`src/rtl/handoff_pkg.sv`:
```
package handoff_pkg;

  typedef enum logic [2:0] {
    MASTER_IDLE = 3'd0,
    MASTER_BUSY = 3'd1,
    RELEASE     = 3'd2,
    SLAVE       = 3'd3,
    RETURN      = 3'd4
  } own_e;

endpackage

```
`src/rtl/handoff_fsm.sv`:
```
module handoff_fsm
  import handoff_pkg::*;
#(
  parameter int TURN_CYCLES = 1
) (
  input  logic clk,
  input  logic rst_n,
  input  logic cpu_req,
  input  logic txn_done,
  input  logic ext_req_n,
  input  logic park,
  output own_e state
);

  localparam int TW = (TURN_CYCLES < 2) ? 1 : $clog2(TURN_CYCLES);
  localparam logic [TW-1:0] TURN_LAST = TW'(TURN_CYCLES - 1);

  // named events brought out for the assertions
  logic ext_pending;
  logic txn_open;
  logic slave_exit;
  logic turn_end;
  logic [TW-1:0] turn_cnt;
  own_e state_nx;

  assign ext_pending = !ext_req_n;
  assign txn_open    = (state == MASTER_BUSY) && !txn_done;
  assign slave_exit  = ext_req_n && !park;
  assign turn_end    = (turn_cnt == TURN_LAST);

  function automatic own_e next_own(own_e cur, logic creq, logic done,
                                    logic xreq, logic prk, logic tend);
    own_e n;
    n = cur;
    unique case (cur)
      MASTER_IDLE: begin
        if (xreq)      n = RELEASE;
        else if (prk)  n = SLAVE;
        else if (creq) n = MASTER_BUSY;
      end
      MASTER_BUSY: if (done) n = xreq ? RELEASE : MASTER_IDLE;
      RELEASE:     n = SLAVE;
      SLAVE:       if (!xreq && !prk) n = RETURN;
      RETURN:      if (tend) n = MASTER_IDLE;
      default:     n = MASTER_IDLE;
    endcase
    return n;
  endfunction

  assign state_nx = next_own(state, cpu_req, txn_done, ext_pending, park, turn_end);

  always_ff @(posedge clk) begin
    if (!rst_n) state <= MASTER_IDLE;
    else        state <= state_nx;
  end

  always_ff @(posedge clk) begin
    if (!rst_n || state != RETURN) turn_cnt <= '0;
    else if (!turn_end)            turn_cnt <= turn_cnt + 1'b1;
  end

  // an open processor transaction is never cut short by a release
  a_r3_no_release_mid_txn: assert property (@(posedge clk) disable iff (!rst_n)
    txn_open |=> (state == MASTER_BUSY));

  // release is one cycle and leads to slave ownership
  a_r4_release_to_slave: assert property (@(posedge clk) disable iff (!rst_n)
    (state == RELEASE) |=> (state == SLAVE));

  // a held request keeps slave ownership
  a_r6_slave_hold: assert property (@(posedge clk) disable iff (!rst_n)
    (state == SLAVE && ext_pending) |=> (state == SLAVE));

  // slave leaves only through the turnaround window
  a_r8_slave_exit_turn: assert property (@(posedge clk) disable iff (!rst_n)
    (state == SLAVE && slave_exit) |=> (state == RETURN));

  // turnaround stays until its counter reaches the last count
  a_r8_turn_length: assert property (@(posedge clk) disable iff (!rst_n)
    (state == RETURN && !turn_end) |=> (state == RETURN));

  // contention in idle goes to the external side
  a_r9_ext_wins: assert property (@(posedge clk) disable iff (!rst_n)
    (state == MASTER_IDLE && ext_pending && cpu_req) |=> (state == RELEASE));

endmodule

```
`src/rtl/handoff_outputs.sv`:
```
module handoff_outputs
  import handoff_pkg::*;
(
  input  logic clk,
  input  logic rst_n,
  input  own_e state,
  input  logic ext_cycle_valid,
  output logic release_n,
  output logic cpu_grant,
  output logic ext_ack
);

  assign release_n = (state != RELEASE);
  assign cpu_grant = (state == MASTER_BUSY);
  assign ext_ack   = (state == SLAVE) && ext_cycle_valid;

  // the strobe never lasts two cycles
  a_r4_release_pulse: assert property (@(posedge clk) disable iff (!rst_n)
    !release_n |=> release_n);

  // no processor grant right after leaving slave ownership
  a_r8_no_grant_after_slave: assert property (@(posedge clk) disable iff (!rst_n)
    (state == SLAVE) |=> !cpu_grant);

endmodule

```
`src/rtl/bus_handoff_ctrl.sv`:
```
module bus_handoff_ctrl
  import handoff_pkg::*;
#(
  parameter int TURN_CYCLES = 1
) (
  input  logic       clk,
  input  logic       rst_n,
  input  logic       cpu_req,
  input  logic       txn_done,
  input  logic       ext_req_n,
  input  logic       ext_cycle_valid,
  input  logic       park,
  input  logic       bus_wide,
  output logic       release_n,
  output logic [2:0] own_state,
  output logic       cpu_grant,
  output logic       ext_ack
);

  own_e state;

  handoff_fsm #(.TURN_CYCLES(TURN_CYCLES)) u_fsm (
    .clk       (clk),
    .rst_n     (rst_n),
    .cpu_req   (cpu_req),
    .txn_done  (txn_done),
    .ext_req_n (ext_req_n),
    .park      (park),
    .state     (state)
  );

  handoff_outputs u_out (
    .clk             (clk),
    .rst_n           (rst_n),
    .state           (state),
    .ext_cycle_valid (ext_cycle_valid),
    .release_n       (release_n),
    .cpu_grant       (cpu_grant),
    .ext_ack         (ext_ack)
  );

  assign own_state = state;

  // the width mode is accepted as a defined level but steers nothing
  a_r10_mode_defined: assert property (@(posedge clk) disable iff (!rst_n)
    !$isunknown(bus_wide));

  // reset leaves the controller idle in master state
  a_r1_reset_idle: assert property (@(posedge clk)
    !rst_n |=> (own_state == 3'd0));

endmodule

```
`config.mk`:
```
export PLATFORM = sky130hd
export DESIGN_NAME = bus_handoff_ctrl
export DESIGN_NICKNAME = d
export VERILOG_FILES = /design/src/rtl/handoff_pkg.sv /design/src/rtl/handoff_fsm.sv /design/src/rtl/handoff_outputs.sv /design/src/rtl/bus_handoff_ctrl.sv
export SDC_FILE = /design/constraint.sdc
export NUM_CORES = 1
export LEC_CHECK = 0
export BUFFER_PORTS_ARGS = -buffer_cell sky130_fd_sc_hd__buf_2
export CAP_MARGIN = 20
export CORE_AREA = 2 2 39 41
export DETAILED_ROUTE_END_ITERATION = 16
export DIE_AREA = 0 0 41 43
export HOLD_SLACK_MARGIN = 0.12
export SLEW_MARGIN = 40
export SYNTH_ARGS = -nofsm -noshare
export SYNTH_HDL_FRONTEND = slang
export SYNTH_SLANG_ARGS = --single-unit
```
`constraint.sdc`:
```
create_clock -name clk -period 1 [get_ports clk]
set_input_delay 0.05 -clock clk [delete_from_list [all_inputs] [get_ports clk]]
set_output_delay 0.05 -clock clk [all_outputs]
set_load 0.005 [all_outputs]
```
==> impl_metrics.toml <==
[place]
gp_congestion = 0.784
postPlaceCellArea_sq_um = 335
post-place-ws_ns = -0.00579
io_buffer_count = 12
dp_hpwl_microns = 429

[global_route]
grt_pass1_wl_mm = 1.10
grt-ovfl-total = 0
grt_max_degree = 9
antenna_found_initial = 0
grt_pass1_vias = 263
grt_use_total_pct = 9.84

[worst_setup_path]
crit_path_frequent_cell = "buf_6"
start_kind = "flip-flop"
required_ns = 0.95
slowest_stage = "dfxtp_2"
worst-setup-path-type = "flip-flop to output port"
arrival_ns = 1.05
path_buf_inv = 2
worstRegToRegCells = 4
cpLargestDelayFamily = "flip-flops"
worst-path-stages = 4
cpPeakStageDelay_ns = 0.33
cp_cell_sequence = "buf_6 -> nor2b_4 -> and3_4 -> buf_6"
critPathMaxFanout = 3
endpoint_kind = "output port"

[routing]
route.final.wire_length_microns = 728
dr.max_layer_used = "met4"
vias = 306
wl_met3_microns = 39
ant_nets = 0
route.met2.wl_microns = 372
drt-initial-drc-count = 2
vias_per_cell = 4.31
drt_first_pass_iters = 4
wirelength_met1_microns = 297
drc = 0
wl_per_cell_microns = 10.3

[yosys]
synth-compound-area-share_pct = 23.9
synth_flop_cell = "dfxtp_1"
ys_ff_latch = 4
synth_top_cell_area_share_pct = 32.5
synth_top_family_by_area = "simple AND/OR/NAND/NOR gates"
muxShareOfSynthArea_pct = 4.06
synth_area_leaders = "dfxtp_1 (32%), buf_6 (9.1%), a21oi_1 (6.1%)"
netlist-cell-type-count = 19
synthTopCellsByCount = "dfxtp_1 (4), a21oi_1 (3), nor2_1 (3)"
yosys.area_share.simple_pct = 27.4
netlist_area_sq_um = 246
synth_edf_count = 0
synthAdderAreaFrac_pct = 0
syn_inst = 31
ys_warn_count = 0
synth_xor_area_share_pct = 0
synth_top_cell_by_area = "dfxtp_1"
synth-async-reset-ratio_pct = 0
synth_most_common_cell = "dfxtp_1"
avgSynthCellArea_sq_um = 7.95
yosysSeqAreaShare_pct = 32.5
synth_nets = 39

[finish]
syn_to_final_growth_pct = 89.3
drive_gt1_share_pct = 58.2
finalInstanceArea_sq_um = 467
antennaDiodeCount = 0
layout.nets = 65
fillers = 153
multiInputGateArea_sq_um = 170
seqCellArea_sq_um = 88.8

[cts]
cts_root_buffer = "clkbuf_4"
cts_num_sinks = 4
clk_pin_slew_ns = 0.04
cts_tree = "built"
cts_buffer_depth = 2
numCtsBuffers = 3
cts.htree.levels = 1
clock_latency_ns = 0.24

[power_and_ir_drop]
p_leak_nw = 0.215
vdd_drop_max_v = 0.000337
power_density_nw_per_um2 = 1260
power_mw = 0.586

[sta]
hold_viol = 0
hold_ws_ns = 0.146
fin_ws_ns = -0.0979
min_period_ns = 1.10
finClkSkew_ns = 0.00348
period_share_pct = 110
rsz0062_at_grt = "true"
finalMaxSlewViolations = 0
finalSetupViolations = 5
fmax_mhz = 911

[flow_run]
maxCapViolCount = 0

[floorplanning]
dieArea_sq_um = 1760
rows = 14
ioPinCount = 14
floorplan.initialDensity_pct = 17.8
die_w_microns = 41
fp.dieH_microns = 43
core_area_sq_um = 1380

[outcome]
status = "complete, but fails checks"
violations = "setup timing"

[min_path]
hold_path.class = "input port to flip-flop"
holdPathStages = 4
==> state kept, by name, indices dropped and copies added (netlist names) <==
| signal | count |
|---|---|
| u_fsm.state | 3 |
| u_fsm.turn_cnt | 1 |
==> cells by family (layout without fill, tap and decap cells) <==
family | after synthesis | in the layout
other cells | 1 | 1
mux | 1 | 1
buf+inv | 3 | 27
compound gates | 9 | 9
simple gates | 13 | 13
flops | 4 | 4
==> timing repair <==
action | 4_1_cts | 5_1_grt
resized for setup | 12 | 2
hold buffers | 2 | 0
setup buffers | 5 | 1
endpoints found under the setup margin | 5 | 6
endpoints found under the hold margin | 3 | 0
pin swaps | 5 | 3
==> report_power, final <==
part / leakage, nW / total (mW) / internal, mW / switching [mW]
clock network: 0.0138 / 0.211 / 0.135 / 0.0759
logic: 0.167 / 0.184 / 0.112 / 0.0720
registers: 0.0348 / 0.191 / 0.175 / 0.0159
total: 0.215 / 0.586 / 0.422 / 0.164
==> worst min-delay path, delay by kind of cell <==
kind / cells / cell delay, ns
simple gates: 2 / 0.15
compound gates: 1 / 0.05
buf+inv: 1 / 0.10
==> stage by stage <==
step | util [%] | cells | TNS [ns]
global placement | 24.2 | 61 | -0.00383
detailed placement | 24.2 | 61 | -0.00579
global route | 33.7 | 71 | -0.622
floorplan | - | 31 | 0
finish | 33.7 | 71 | -0.201
CTS | 32.4 | 70 | -0.129
==> placed cells by master (no fill, tap or decap), types with 2 or more instances in the layout <==
cell	netlist	routed
buf_2	0	11
buf_4	0	7
nor2_1	3	3
clkbuf_4	0	3
buf_6	2	3
nand2_1	2	2
nand2b_4	0	2
a21oi_1	3	2
dlygate4sd3_1	0	2
dfxtp_4	0	2
==> per-layer routing <==
| metal | up-vias | GRT usage (%) |
|---|---|---|
| met5 | - | 0 |
| met4 | 0 | 10.0 |
| met3 | 2 | 3.14 |
| met2 | 11 | 13.4 |
| met1 | 137 | 10.9 |
| li1 | 156 | - |
==> cell type report <==
class                           instances  area share [%]
Timing Repair Buffer                   23            34.6
Clock buffer                            3            4.83
Sequential cell                         4            19.0
Tap cell                               16            4.29
Multi-Input combinational cell         24            36.5
Inverter                                1           0.804
==> path summary, 6_finish.rpt <==
check	to	start	slack (ns)
hold reg to reg	u_fsm.state[0]	u_fsm.state[1]	0.50
setup / recovery	ext_ack	u_fsm.state[2]	-0.1
setup reg to reg	u_fsm.state[0]	u_fsm.state[0]	-0.04
hold / removal	u_fsm.state[2]	park	0.15
Power figures use the tool's default switching activity.
